**src/rtl/sdram_tim_pkg.sv**
```systemverilog
package sdram_tim_pkg;

    localparam int CNT_W = 4;

    typedef enum logic [2:0] {
        CMD_NOP = 3'd0,
        CMD_ACT = 3'd1,
        CMD_RD  = 3'd2,
        CMD_WR  = 3'd3,
        CMD_PRE = 3'd4,
        CMD_REF = 3'd5
    } cmd_e;

    // Timing word, MSB first: leadoff[9], pre2act[8:7], rw2pre[6:5], act2rw[4:3], ref2act[2:0]
    typedef struct packed {
        logic       leadoff;
        logic [1:0] pre2act;
        logic [1:0] rw2pre;
        logic [1:0] act2rw;
        logic [2:0] ref2act;
    } tcfg_t;

    localparam int CFG_W = $bits(tcfg_t);

    localparam tcfg_t TCFG_RESET = '{leadoff: 1'b0, pre2act: 2'b00, rw2pre: 2'b00,
                                     act2rw: 2'b01, ref2act: 3'b000};

    // Counter load values are (minimum spacing - 1)
    function automatic logic [CNT_W-1:0] ref_load(input logic [2:0] code);
        return {1'b0, code} + 4'd3;
    endfunction

    function automatic logic [CNT_W-1:0] two_bit_load(input logic [1:0] code);
        return {2'b00, code};
    endfunction

    function automatic logic cfg_reserved(input tcfg_t c);
        return (c.ref2act == 3'b111) || (c.act2rw == 2'b00);
    endfunction

endpackage

```
**src/rtl/sdram_tim_cfg.sv**
```systemverilog
module sdram_tim_cfg
    import sdram_tim_pkg::*;
(
    input  logic             clk,
    input  logic             rst,
    input  logic             wr_en,
    input  logic [CFG_W-1:0] wr_data,
    output tcfg_t            cfg,
    output logic             cfg_err
);

    tcfg_t wr_word;
    assign wr_word = tcfg_t'(wr_data);

    always_ff @(posedge clk) begin
        if (rst) begin
            cfg     <= TCFG_RESET;
            cfg_err <= 1'b0;
        end else if (wr_en) begin
            cfg     <= wr_word;
            cfg_err <= cfg_reserved(wr_word);
        end
    end

    assert_err_sticky_R8: assert property (@(posedge clk) disable iff (rst)
        (cfg_err && !wr_en) |=> cfg_err);

endmodule

```
**src/rtl/sdram_tim_gate.sv**
```systemverilog
module sdram_tim_gate
    import sdram_tim_pkg::*;
#(
    parameter int NUM_BANKS = 4,
    localparam int BANK_W = $clog2(NUM_BANKS)
) (
    input  logic              clk,
    input  logic              rst,
    input  logic              fire,
    input  cmd_e              cmd,
    input  logic [BANK_W-1:0] bank,
    input  logic [2:0]        ref2act_code,
    input  logic [1:0]        act2rw_code,
    input  logic [1:0]        rw2pre_code,
    input  logic [1:0]        pre2act_code,
    output logic              clear
);

    logic [CNT_W-1:0]     ref_cnt;
    logic [CNT_W-1:0]     rwp_cnt;
    logic [NUM_BANKS-1:0] act_done;
    logic [NUM_BANKS-1:0] pre_done;

    always_ff @(posedge clk) begin
        if (rst) begin
            ref_cnt <= '0;
            rwp_cnt <= '0;
        end else begin
            if (fire && cmd == CMD_REF)     ref_cnt <= ref_load(ref2act_code);
            else if (ref_cnt != '0)         ref_cnt <= ref_cnt - 1'b1;
            if (fire && (cmd == CMD_RD || cmd == CMD_WR))
                                            rwp_cnt <= two_bit_load(rw2pre_code);
            else if (rwp_cnt != '0)         rwp_cnt <= rwp_cnt - 1'b1;
        end
    end

    for (genvar b = 0; b < NUM_BANKS; b++) begin : g_bank
        logic [CNT_W-1:0] act_cnt;
        logic [CNT_W-1:0] pre_cnt;
        logic             hit;
        assign hit = fire && (bank == BANK_W'(b));

        always_ff @(posedge clk) begin
            if (rst) begin
                act_cnt <= '0;
                pre_cnt <= '0;
            end else begin
                if (hit && cmd == CMD_ACT)  act_cnt <= two_bit_load(act2rw_code);
                else if (act_cnt != '0)     act_cnt <= act_cnt - 1'b1;
                if (hit && cmd == CMD_PRE)  pre_cnt <= two_bit_load(pre2act_code);
                else if (pre_cnt != '0)     pre_cnt <= pre_cnt - 1'b1;
            end
        end

        assign act_done[b] = (act_cnt == '0);
        assign pre_done[b] = (pre_cnt == '0);
    end

    always_comb begin
        unique case (cmd)
            CMD_ACT:        clear = (ref_cnt == '0) && pre_done[bank];
            CMD_RD, CMD_WR: clear = act_done[bank];
            CMD_PRE:        clear = (rwp_cnt == '0);
            default:        clear = 1'b1;
        endcase
    end

    // Independent watch of refresh-to-activate distance
    logic [CNT_W:0] chk_since_ref;
    logic [CNT_W:0] chk_need;
    logic           chk_seen_ref;

    always_ff @(posedge clk) begin
        if (rst) begin
            chk_since_ref <= '0;
            chk_need      <= '0;
            chk_seen_ref  <= 1'b0;
        end else if (fire && cmd == CMD_REF) begin
            chk_since_ref <= (CNT_W+1)'(1);
            chk_need      <= (CNT_W+1)'(ref2act_code) + (CNT_W+1)'(4);
            chk_seen_ref  <= 1'b1;
        end else if (chk_since_ref != '1) begin
            chk_since_ref <= chk_since_ref + 1'b1;
        end
    end

    assert_ref_to_act_R3: assert property (@(posedge clk) disable iff (rst)
        (fire && cmd == CMD_ACT && chk_seen_ref) |-> (chk_since_ref >= chk_need));

endmodule

```
**src/rtl/sdram_tim_drive.sv**
```systemverilog
module sdram_tim_drive
    import sdram_tim_pkg::*;
#(
    parameter int BANK_W = 2,
    parameter int ADDR_W = 13
) (
    input  logic              clk,
    input  logic              rst,
    input  logic              fire,
    input  cmd_e              cmd,
    input  logic [BANK_W-1:0] bank,
    input  logic [ADDR_W-1:0] addr,
    input  logic              lead,
    output cmd_e              out_cmd,
    output logic [BANK_W-1:0] out_bank,
    output logic [ADDR_W-1:0] out_addr,
    output logic              out_sel,
    output logic              busy
);

    always_ff @(posedge clk) begin
        if (rst) begin
            out_cmd  <= CMD_NOP;
            out_bank <= '0;
            out_addr <= '0;
            out_sel  <= 1'b0;
            busy     <= 1'b0;
        end else if (fire) begin
            out_cmd  <= cmd;
            out_bank <= bank;
            out_addr <= addr;
            out_sel  <= !lead;
            busy     <= lead;
        end else if (busy) begin
            out_sel  <= 1'b1;
            busy     <= 1'b0;
        end else begin
            out_cmd  <= CMD_NOP;
            out_sel  <= 1'b0;
        end
    end

    assert_lead_hold_R6: assert property (@(posedge clk) disable iff (rst)
        (fire && lead) |=> (!out_sel && busy) ##1
                           (out_sel && $stable(out_cmd) && $stable(out_addr) && $stable(out_bank)));

    assert_sel_needs_cmd_R7: assert property (@(posedge clk) disable iff (rst)
        out_sel |-> (out_cmd != CMD_NOP));

endmodule

```
**src/rtl/sdram_cmd_timer.sv**
```systemverilog
module sdram_cmd_timer
    import sdram_tim_pkg::*;
#(
    parameter int NUM_BANKS = 4,
    parameter int ADDR_W    = 13,
    localparam int BANK_W   = $clog2(NUM_BANKS)
) (
    input  logic              clk,
    input  logic              rst,
    input  logic              cfg_wr,
    input  logic [CFG_W-1:0]  cfg_wdata,
    input  logic              req_valid,
    output logic              req_ready,
    input  logic [2:0]        req_cmd,
    input  logic [BANK_W-1:0] req_bank,
    input  logic [ADDR_W-1:0] req_addr,
    output logic [2:0]        mem_cmd,
    output logic [BANK_W-1:0] mem_bank,
    output logic [ADDR_W-1:0] mem_addr,
    output logic              mem_bank_sel,
    output logic              config_error
);

    tcfg_t cfg;
    cmd_e  cmd_in;
    cmd_e  cmd_out;
    logic  spacing_ok;
    logic  lead_busy;
    logic  fire;

    assign cmd_in    = cmd_e'(req_cmd);
    assign req_ready = !config_error && !lead_busy && spacing_ok;
    assign fire      = req_valid && req_ready;
    assign mem_cmd   = cmd_out;

    sdram_tim_cfg u_cfg (
        .clk     (clk),
        .rst     (rst),
        .wr_en   (cfg_wr),
        .wr_data (cfg_wdata),
        .cfg     (cfg),
        .cfg_err (config_error)
    );

    sdram_tim_gate #(.NUM_BANKS(NUM_BANKS)) u_gate (
        .clk          (clk),
        .rst          (rst),
        .fire         (fire),
        .cmd          (cmd_in),
        .bank         (req_bank),
        .ref2act_code (cfg.ref2act),
        .act2rw_code  (cfg.act2rw),
        .rw2pre_code  (cfg.rw2pre),
        .pre2act_code (cfg.pre2act),
        .clear        (spacing_ok)
    );

    sdram_tim_drive #(.BANK_W(BANK_W), .ADDR_W(ADDR_W)) u_drive (
        .clk      (clk),
        .rst      (rst),
        .fire     (fire),
        .cmd      (cmd_in),
        .bank     (req_bank),
        .addr     (req_addr),
        .lead     (cfg.leadoff),
        .out_cmd  (cmd_out),
        .out_bank (mem_bank),
        .out_addr (mem_addr),
        .out_sel  (mem_bank_sel),
        .busy     (lead_busy)
    );

    assert_error_blocks_R8: assert property (@(posedge clk) disable iff (rst)
        config_error |-> !req_ready);

    assert_error_no_issue_R8: assert property (@(posedge clk) disable iff (rst)
        (config_error && !lead_busy) |=> (mem_cmd == 3'd0));

endmodule

```
**config.mk**
```make
export PLATFORM = sky130hd
export DESIGN_NAME = sdram_cmd_timer
export DESIGN_NICKNAME = d
export VERILOG_FILES = /design/src/rtl/sdram_tim_pkg.sv /design/src/rtl/sdram_tim_cfg.sv /design/src/rtl/sdram_tim_gate.sv /design/src/rtl/sdram_tim_drive.sv /design/src/rtl/sdram_cmd_timer.sv
export SDC_FILE = /design/constraint.sdc
export NUM_CORES = 1
export LEC_CHECK = 0
export CAP_MARGIN = 40
export CORE_MARGIN = 8
export CORE_UTILIZATION = 25
export CTS_CLUSTER_SIZE = 10
export DETAILED_ROUTE_END_ITERATION = 8
export DONT_BUFFER_PORTS = 1
export GPL_TIMING_DRIVEN = 0
export SLEW_MARGIN = 0
export SYNTH_ARGS = -nofsm -noshare
export SYNTH_HDL_FRONTEND = slang
export SYNTH_HIERARCHICAL = 1
export SYNTH_SLANG_ARGS = --single-unit
```
**constraint.sdc**
```tcl
create_clock -name clk -period 7.9 [get_ports clk]
set_input_delay 0.79 -clock clk [delete_from_list [all_inputs] [get_ports clk]]
set_output_delay 0.79 -clock clk [all_outputs]
set_load 0.05 [all_outputs]
```
# Yosys cells after proc, flatten, opt, wreduce, memory -nomap -nowiden
# Cells that the tools add are included.
# totals
ff_bits	71
input_bits	32
output_inout_bits	21
word_cells	148
# classes
add_sub_neg	11
n_lt_le_gt_ge	1
n_eq_ne	10
mux	29
n_bitwise	1
reduce_logical	66
# op_table
cell	n
zero test 4 bit	10
nonzero test 4 bit	10
subtractor 4 x 1 -> 4 bit (second input constant)	10
two-way mux 2 bit	18
OR reduction 2 bit	11
nonzero test 2 bit	10
logical AND 1 bit	18
equality test 3 bit (second input constant)	3
two-way mux 4 bit	2
equality test 3 x 2 -> 1 bit (second input constant)	2
two-way mux 3 bit	2
adder 3 x 2 -> 4 bit (second input constant)	1
binary-select mux 1 bit (select 2 bit)	2
equality test 2 bit (second input constant)	2
zero test 2 bit	2
two-way mux 1 bit	4
equality test 3 x 1 -> 1 bit (second input constant)	1
zero test 1 bit	3
< comparator 2 x 3 -> 1 bit (second input constant)	1
one-hot mux 1 bit (3 select lines)	1
equality test 2 x 1 -> 1 bit (second input constant)	1
logical OR 1 bit	2
!= test 2 bit (second input constant)	1
NOT 1 bit	1

# Depth between registers and ports, before layout
# Gate-level depths: netlist of run 1.
# logic_depth
ltp_word	10
ltp_mapped	11
ltp_nobuf	11

# Modules after synthesis
# Netlist of run 1, hierarchy kept.
# modules_own_cells
module	n_inst	cells_per_inst	area_each_um2	seq_area_each_um2
sdram_tim_gate	1	252	2351.0	800.8
sdram_tim_drive	1	67	740.7	400.4
sdram_tim_cfg	1	37	407.9	220.2
sdram_cmd_timer	1	2	20.0	0.0

# Worst setup path after synthesis of run 1
# Ideal clock, no wire load.
# synth_timing
path_kind	input to output
start	input req_bank[1]
end	output req_ready
arrival_time_ns	2.934
required_time_ns	7.110
path_slack_ns	4.176
path_stages	6
path_buffers	1
cell_sequence	buf_6 > nor4b_1 > a2111oi_1 > or4_1 > o31ai_1 > nor3b_1
# synth_via
elab_chain_len	5
elab_cells_between_ends	7
classes_between	mux (5); reduce/logical (2)
# synth_lines
element	line_no	rtl
start: declaration	sdram_cmd_timer.sv:15	input logic [BANK_W-1:0] req_bank,
binary-select mux 1 bit (select 2 bit)	sdram_tim_gate.sv:61	CMD_ACT: clear = (ref_cnt == '0) && pre_done[bank];
two-way mux 1 bit (not written as such)	sdram_tim_gate.sv:61	
logical AND 1 bit	sdram_tim_gate.sv:61	
one-hot mux 1 bit (3 select lines) (*)	sdram_tim_gate.sv:60	unique case (cmd)
via spacing_ok	sdram_cmd_timer.sv:27	logic spacing_ok;
logical AND 1 bit (*)	sdram_cmd_timer.sv:32	assign req_ready = !config_error && !lead_busy && spacing_ok;
end: declaration	sdram_cmd_timer.sv:13	output logic req_ready,
# Mark *: on every way through the listed nets, which the timed path passes. The rest lies on a longest branch. The select of a mux whose other input is x is not followed.

# Worst setup path after layout of run 1
# layout_timing
start	register u_gate.ref_cnt[0]
end	output req_ready
# layout_via
elab_chain_len	4
# layout_lines
element	line_no	rtl
start: declaration	sdram_tim_gate.sv:19	logic [CNT_W-1:0] ref_cnt;
start signal: assignment	sdram_tim_gate.sv:29	if (fire && cmd == CMD_REF) ref_cnt <= ref_load(ref2act_code);
start signal: assignment	sdram_tim_gate.sv:30	else if (ref_cnt != '0) ref_cnt <= ref_cnt - 1'b1;
zero test 4 bit	sdram_tim_gate.sv:61	
logical AND 1 bit	sdram_tim_gate.sv:61	
one-hot mux 1 bit (3 select lines)	sdram_tim_gate.sv:60	
via spacing_ok	sdram_cmd_timer.sv:27	
logical AND 1 bit	sdram_cmd_timer.sv:32	
# The timed path passes the listed nets, and every way through them passes these cells.

==> summary.md, run 1 <==
| Metric | Value |
|---|---|
| Status | `finished clean` |
| TritonCTS Buffers | `9` |
| Post-Synthesis Net Count | `411` |
| RSZ-0062 raised after global routing | `no` |
| Combinational share of power | `38.0%` |
| Placed Instance Area | `3750 um2` |
| # IOs | `53` |
| Leakage power | `1.536 nW` |
| Core Area | `13830 um2` |
| Post-route minimum period | `3.758 ns` |
| Area delta synth->final | `15.46%` |
| Buf/Inv on CP | `1` |
| R2r setup slk | `4.64 ns` |
| Nets | `422` |
| #FFs+latches synth | `71` |
| Min-delay worst type | `reg2reg` |
| P per Cell Area | `389.6 nW/um2` |
| EDFF count, synth | `0` |
| Worst R2R Start | `u_gate/ref_cnt[0]` |
| Max H-tree Level | `3` |
| Largest net degree at the start of global routing | `13` |
| Initial antenna violation count | `0` |
| DRT antenna net count | `0` |
| Post-CTS sizing | `0` |
| Drt drc | `0` |
| Critical path endpoint category | `output port` |
| Final Hold Fails | `0` |
| Die Y | `134.7 um` |
| CP top delay family | `simple AND/OR/NAND/NOR gates` |
| Routed vias/inst | `4.504` |
| Worst path max stage delay | `0.78 ns` |
| Number of fill cells | `1404` |
| Die width | `134.7 um` |
| Root cell of the clock tree | `clkbuf_16` |
| Hold Path Sink | `u_drive/out_sel` |
| Ratio of cells with drive above 1 in the final layout | `10.16%` |
| Worst EP required | `7.11 ns` |
| Cell Chain, Critical Path | `inv_1, ha_1, nor3b_1, o211ai_1, o31ai_1, nor3b_2` |
| Fmax | `266.1 MHz` |
| Crit Path Class | `reg2out` |
| CTS tree | `yes` |
| Sequential share of power | `35.2%` |
| Worst reg2reg path depth | `10` |
| Antenna fix cells | `0` |
| RR Endpoint | `u_gate/g_bank[1].pre_cnt[1]` |
| Vias in the first global route | `2497` |
| Initial Utilization | `25.45%` |
| Max Cap Viol | `0` |
| CP max stage cell | `nor3b_2` |
| Worst VDD drop | `108.6 uV` |
| Internal power | `0.001034 W` |
| Sequential-to-total area share from yosys stat | `40.38%` |
| 1st-iter DRT viols | `108` |
| Cell count along the critical path | `6` |
| Setup Viol. Count Final | `0` |
| Total number of vias | `2495` |
| Crit-path max FO | `4` |
| Crit share post-route | `47.57%` |
| Worst Tran Pin Value | `0.8929 ns` |
| Clock latency on the worst-skew pair | `0.33 ns` |
| Total Wirelength | `7849 um` |
| First-pass GRT wire length | `12540 um` |
| Cell area after layout | `4064 um2` |
| Clock skew | `0.005558 ns` |
| Max clock buf depth | `2` |
| Postcts setup bufs | `0` |
| Port Buffers | `0` |
| Pins Over Slew Limit | `0` |
| Drt wl/cell | `14.17 um` |
| Router iterations before antenna repair | `4` |
| Total track usage | `8.880%` |
| Net Sw Frac | `34.69%` |
| Critical Path Start | `u_gate/ref_cnt[0]` |
| Psw | `0.0005492 W` |
| Grt total ovfl | `0` |
| Synth Warn # | `6` |
| Max_slew headroom | `40.34%` |
| Mapped cell area | `3520 um2` |
| Setup TNS | `0 ns` |
| Hold Crit Start | `u_cfg/cfg[9]` |
| Post-CTS Hold Buffers | `0` |
| Syn avg cell area | `9.831 um2` |
| Clk sink count | `71` |
| Clock transition at path regs | `0.05 ns` |
| Detailed Place HPWL | `5974 um` |
| Crit start category | `flop` |
| Die Area | `18130 um2` |
| Clock share of power | `26.8%` |
| Top FF cell, synth | `dfxtp_1` |
| Post-synth cell types | `43` |
| Row count | `43` |
| Hold depth | `1` |
| Placer Congestion | `0.7632` |
| Asr flop ratio synth | `0%` |
| Synth Instances | `358` |
| Arrival @ worst endpoint | `2.97 ns` |
[power by group through the flow]
stage	sequential, W	combinational [W]	clock, W
after global routing	0.000569	0.000680	0.000449
after global placement	0.000561	0.000572	0
after CTS	0.000558	0.000608	0.000435
after floorplan	0.000548	0.000513	0
final	0.000558	0.000602	0.000424
after detailed placement	0.000565	0.000601	0
[stage by stage]
step	power [W]	cells	worst slack, ns	util, %	hold WS [ns]
floorplan	0.001060	358	4.176	-	0.4479
finish	0.001583	554	4.142	29.39	0.4917
CTS	0.001601	554	4.187	29.39	0.4908
global route	0.001697	554	3.989	29.39	0.5197
detailed placement	0.001166	538	4.401	27.12	0.4758
global placement	0.001133	538	3.909	27.08	0.4725
[registers in the layout, indices dropped and copies added (netlist names)]
name,count
u_gate/g_bank.act_cnt,16
u_gate/g_bank.pre_cnt,16
u_drive/out_addr,13
u_cfg/cfg,10
u_gate/ref_cnt,4
u_gate/rwp_cnt,4
u_drive/out_cmd,3
u_drive/out_bank,2
u_cfg/cfg_err,1
u_drive/busy,1
u_drive/out_sel,1
[how the worst max path moves through the flow]
stage	to	slack, ns
2_1_floorplan	req_ready	4.18
3_3_place_gp	req_ready	3.91
3_5_place_dp	req_ready	4.40
4_1_cts	req_ready	4.19
5_1_grt	req_ready	3.99
6_report	req_ready	4.14
[synthesized netlist by cell type, drive strengths merged, types with 2 or more instances]
master   count  area share (%)
nor2        57             6.2
clkbuf       5            0.53
ha          21             7.5
nand2        9            0.96
inv         24             2.6
and4bb       2            0.71
nor4        17             3.0
and2b        3            0.64
a2111oi      2            0.53
nand3b       3            0.64
mux2i       50              14
nand2b       3            0.53
a211oi       2            0.71
buf          7             2.4
nor4b        3            0.75
nor3b       12             3.9
a21oi       10             1.4
xnor2       28             7.0
dfxtp       71              40
nor3        13             2.0
[logic make-up (layout without fill, tap and decap cells)]
kind of cell / Yosys count / count (layout) / share of synthesized area, %
and+or+nand+nor: 130 / 130 / 21.01
AOI/OAI and AO/OA: 20 / 20 / 3.911
DFF: 71 / 71 / 40.38
muxes: 51 / 51 / 14.54
adders and majority gates: 21 / 21 / 7.465
buffers and inverters: 36 / 52 / 5.475
xor gates and xnor gates: 29 / 29 / 7.217
[final cells by class]
type	instances	area (um2)	area share (%)
clock buffers	10	229.0	5.634
multi-input cells	251	1911	47.01
flip-flops and latches	71	1421	34.98
plain buffers	12	102.6	2.525
well taps	180	225.2	5.542
inverters	24	90.09	2.217
clock inverters	6	85.08	2.094
[layout by cell type, fill, tap and decap left out, types with 2 or more instances in the layout]
cell type   instances
a21oi_1            10
nor2_1             56
clkinv_2            2
nand3b_1            3
nand2b_1            3
inv_1              24
a211oi_2            2
mux2i_1            50
nor3_1             12
buf_12              2
clkbuf_16           9
nand2_1             9
and2b_1             3
xnor2_1            28
dfxtp_1            71
nor3b_2             6
buf_2               2
buf_6               3
bufinv_16           2
clkinvlp_4          2
nor4b_1             3
ha_1               21
nor3b_4             2
nor3b_1             4
and4bb_2            2
nor4_1             17
clkbuf_1            6
[per-layer routing]
metal	global-route usage (%)	part of all wire, %	vias to the layer above
li1	-	-	1257
met1	9.769	43	1197
met2	14.68	50	30
met3	3.158	4.1	11
met4	4.803	2.3	0
met5	0	0	-
Note: power is estimated with default switching activity, not from simulation.
==> run 2, diff against run 1 <==
--- a/config.mk
+++ b/config.mk
@@ -5,6 +5,7 @@
 export SDC_FILE = /design/constraint.sdc
 export NUM_CORES = 1
 export LEC_CHECK = 0
+export ABC_AREA = 1
 export CAP_MARGIN = 40
 export CORE_MARGIN = 8
 export CORE_UTILIZATION = 25
==> constraint.sdc (replaced) <==
create_clock -name clk -period 3.8 [get_ports clk]
set_input_delay 0.38 -clock clk [delete_from_list [all_inputs] [get_ports clk]]
set_output_delay 0.38 -clock clk [all_outputs]
set_load 0.05 [all_outputs]
==> run 2 against run 1 <==
  * Total power is 100% higher
  * Wire length is 4.1% lower
  * Final area fell by 2.5%
  * Worst hold slack worse by 0.37 ns
==> summary.md, run 2 <==
| Metric | Value |
|---|---|
| Status | `finished clean` |
| Cell Chain, Critical Path | `inv_1, ha_1, nand2_1, nor2_1, inv_1, nor2_1, nand2_1, nand3_1, nand2_1, nor2_2, inv_1, nor3_2, nand2_1, nand2_1, nand2_1, nand2_1, inv_1` |
| Psw | `0.001182 W (+120%)` |
| Grt total ovfl | `0 (unchanged)` |
| Final Hold Fails | `0 (unchanged)` |
| Most frequent cells in the layout | `nand2_1, dfxtp_1, inv_1` |
| Met3 WL | `423 um (+32%)` |
| Routed vias/inst | `4.162 (-7.6%)` |
| Port Buffers | `0 (unchanged)` |
| RSZ-0062 raised after global routing | `no` |
| Sequential-to-total area share from yosys stat | `41.35% (+0.97 points)` |
| Hold Path Sink | `u_cfg/cfg[2]` |
| DRT antenna net count | `0 (unchanged)` |
| Min-delay worst type | `in2reg` |
| Uppermost layer routed | `met4` |
| Sequential share of power | `36.5% (+1.3 points)` |
| Post-CTS sizing | `0 (unchanged)` |
| Worst path max stage delay | `0.37 ns (-0.41 ns)` |
| Synth top area cells | `dfxtp_1, nand2_1, ha_1` |
| 1st-iter DRT viols | `143 (+32%)` |
| Critical path endpoint category | `flop` |
| Max clock buf depth | `2 (unchanged)` |
| Synth Warn # | `6 (unchanged)` |
| Root cell of the clock tree | `clkbuf_16` |
| Detailed Place HPWL | `5865 um (-1.8%)` |
| Core Area | `13670 um2 (-1.2%)` |
| CP max stage cell | `nor2_2` |
| Area delta synth->final | `15.25%` |
| Post-Place Setup Slack | `1.151 ns (-3.250 ns)` |
| #FFs+latches synth | `71 (unchanged)` |
| Crit share post-route | `71.25%` |
| Worst VDD drop | `332.4 uV (+210%)` |
| Count leader, synth | `nand2_1` |
| Metal1 wirelength | `3352 um (-1.4%)` |
| Setup Viol. Count Final | `0 (unchanged)` |
| Post-CTS Hold Buffers | `0 (unchanged)` |
| Drt drc | `0 (unchanged)` |
| Syn avg cell area | `7.376 um2 (-25%)` |
| Clock share of power | `26.2% (-0.6 points)` |
| Worst reg2reg path depth | `17 (+7)` |
| Clock transition at path regs | `0.06 ns (about the same)` |
| Nets | `530 (+26%)` |
| Setup TNS | `0 ns (unchanged)` |
| First-pass GRT wire length | `12570 um (+0.22%)` |
| Top FF cell, synth | `dfxtp_1` |
| Placed Cells | `646 (+20%)` |
| Total Wirelength | `7530 um (-4.1%)` |
| Internal power | `0.001982 W (+92%)` |
| Worst setup margin | `1.092 ns (-3.049 ns)` |
| Hold depth | `1 (unchanged)` |
| Post-Synthesis Net Count | `519 (+26%)` |
| Post-synth cell types | `28 (-35%)` |
| Router iterations before antenna repair | `4 (unchanged)` |
| Clk sink count | `71 (unchanged)` |
| Max H-tree Level | `3 (unchanged)` |
| Largest area contributor in the netlist | `dfxtp_1` |
| Net Sw Frac | `37.35% (+2.7 points)` |
| Most common cell after layout, fill and taps aside | `nand2_1` |
| Initial Utilization | `25.15% (-0.30 points)` |
| Die Area | `17760 um2 (-2.1%)` |
| Worst Tran Pin Value | `0.5738 ns (-0.3191 ns)` |
| Mapped cell area | `3437 um2 (-2.3%)` |
| Postcts setup bufs | `0 (unchanged)` |
| Leakage power | `1.802 nW (+17%)` |
| Die Y | `133.3 um (-1.0%)` |
| Fmax | `369.3 MHz` |
| Crit Path Class | `reg2reg` |
| Hold Crit Start | `rst` |
| Crit-path max FO | `7 (+3)` |
| Pins Over Slew Limit | `0 (unchanged)` |
| Largest registers | `u_gate/g_bank.act_cnt (16), u_gate/g_bank.pre_cnt (16), u_drive/out_addr (13)` |
| Synth Instances | `466 (+30%)` |
| Clock latency on the worst-skew pair | `0.32 ns (about the same)` |
| R2r setup slk | `1.09 ns (-3.55 ns)` |
| Drt wl/cell | `11.37 um (-20%)` |
| P per Cell Area | `798.5 nW/um2 (+100%)` |
| Post-route minimum period | `2.708 ns` |
| Clock skew | `0.004351 ns (-0.001208 ns)` |
| Combinational share of power | `37.3% (-0.7 points)` |
| Crit start category | `flop` |
| Largest net degree at the start of global routing | `13 (unchanged)` |
| Post-synth top cells | `nand2_1, dfxtp_1, inv_1` |
| Max_slew headroom | `61.70% (+21 points)` |
| Arrival @ worst endpoint | `2.93 ns (-0.04 ns)` |
| Non-filler cells, final | `662 (+19%)` |
| Total track usage | `8.617% (-0.26 points)` |
| Ratio of cells with drive above 1 in the final layout | `7.054% (-3.1 points)` |
| Cell mode on critical path | `nand2_1` |
| Max Cap Viol | `0 (unchanged)` |
| TritonCTS Buffers | `9 (unchanged)` |
| Antenna fix cells | `0 (unchanged)` |
| RR Endpoint | `u_gate/g_bank[0].act_cnt[1]` |
| EDFF count, synth | `0 (unchanged)` |
| Asr flop ratio synth | `0% (unchanged)` |
| Die width | `133.3 um (-1.0%)` |
| Post-synth top area share | `41.35% (+0.97 points)` |
| Vias in the first global route | `2680 (+7.3%)` |
| CTS tree | `yes` |
| # IOs | `53 (unchanged)` |
| Placer Congestion | `0.7677 (+0.59%)` |
| Worst R2R Start | `u_gate/ref_cnt[0]` |
| Wire length on met2 | `3654 um (-7.5%)` |
| Initial antenna violation count | `0 (unchanged)` |
| Row count | `43 (unchanged)` |
| Total number of vias | `2755 (+10%)` |
| Worst EP required | `4.03 ns (-3.08 ns)` |
-- run 2: cell types whose count changed after synthesis, moves of 8 or more --
cell,before,now
o21ai_0,1,26
inv_1,24,56
nand3_1,1,17
nor3_1,12,21
nor4_1,17,0
xnor2_1,28,20
nand2_1,9,131
mux2i_1,50,0
-- run 2: worst max-delay path by stage --
stage / from / endpoint / cells after the start
floorplan: u_gate/ref_cnt[0] / u_gate/g_bank[0].act_cnt[1] / 17
global placement: u_gate/ref_cnt[0] / u_gate/g_bank[0].act_cnt[1] / 17
detailed placement: u_gate/ref_cnt[0] / u_gate/g_bank[0].act_cnt[1] / 17
CTS: u_gate/ref_cnt[0] / u_gate/g_bank[0].act_cnt[1] / 17
global route: u_gate/ref_cnt[0] / u_gate/g_bank[0].act_cnt[1] / 17
finish: u_gate/ref_cnt[0] / u_gate/g_bank[0].act_cnt[1] / 17
-- run 2: per-stage QoR --
step                      total power, W  hold WS (ns)  util (%)  area, um2
after detailed placement        0.002345        0.4536     26.80       3662
after CTS                       0.003190        0.1024     28.99       3961
final                           0.003163        0.1172     28.99       3961
after global placement          0.002283        0.4526     26.80       3662
after floorplan                 0.002128        0.4146         -       3437
after global routing            0.003437       0.09999     28.99       3961
-- run 2: kinds of logic after synthesis --
logic type	synth area share [%]
DFF	41.35
and+or+nand+nor	29.20
AOI/OAI and AO/OA	7.572
buffers and inverters	7.608
xor gates and xnor gates	6.625
adders and majority gates	7.645
-- run 2: cell type report --
class / count / area [um2]
plain buffers: 6 / 43.79
clock buffers: 10 / 239.0
clock inverters: 6 / 60.06
fillers: 1476 / 9704
inverters: 58 / 217.7
multi-input cells: 331 / 1754
flip-flops and latches: 71 / 1421
well taps: 180 / 225.2
-- run 2: worst max-delay path: cells and delay by family (launching register included) --
kind          cells  cell delay (ns)
simple gates     12             1.65
buf+inv           4             0.48
flops             1             0.31
fa+ha+maj         1             0.17
-- run 2: routing by layer --
layer / track usage [%] / vias to the layer above
met1: 9.498 / 1226
met3: 3.539 / 6
met5: 0 / -
met2: 14.72 / 40
li1: - / 1483
met4: 2.807 / 0
-- run 2: power by group through the flow --
stage          Sequential [W]  Clock (W)  Combinational, W
2_1_floorplan         0.00114          0          0.000992
3_5_place_dp          0.00117          0           0.00118
3_3_place_gp          0.00116          0           0.00112
6_report              0.00116   0.000829           0.00118
4_1_cts               0.00116   0.000848           0.00119
5_1_grt               0.00118   0.000886           0.00137
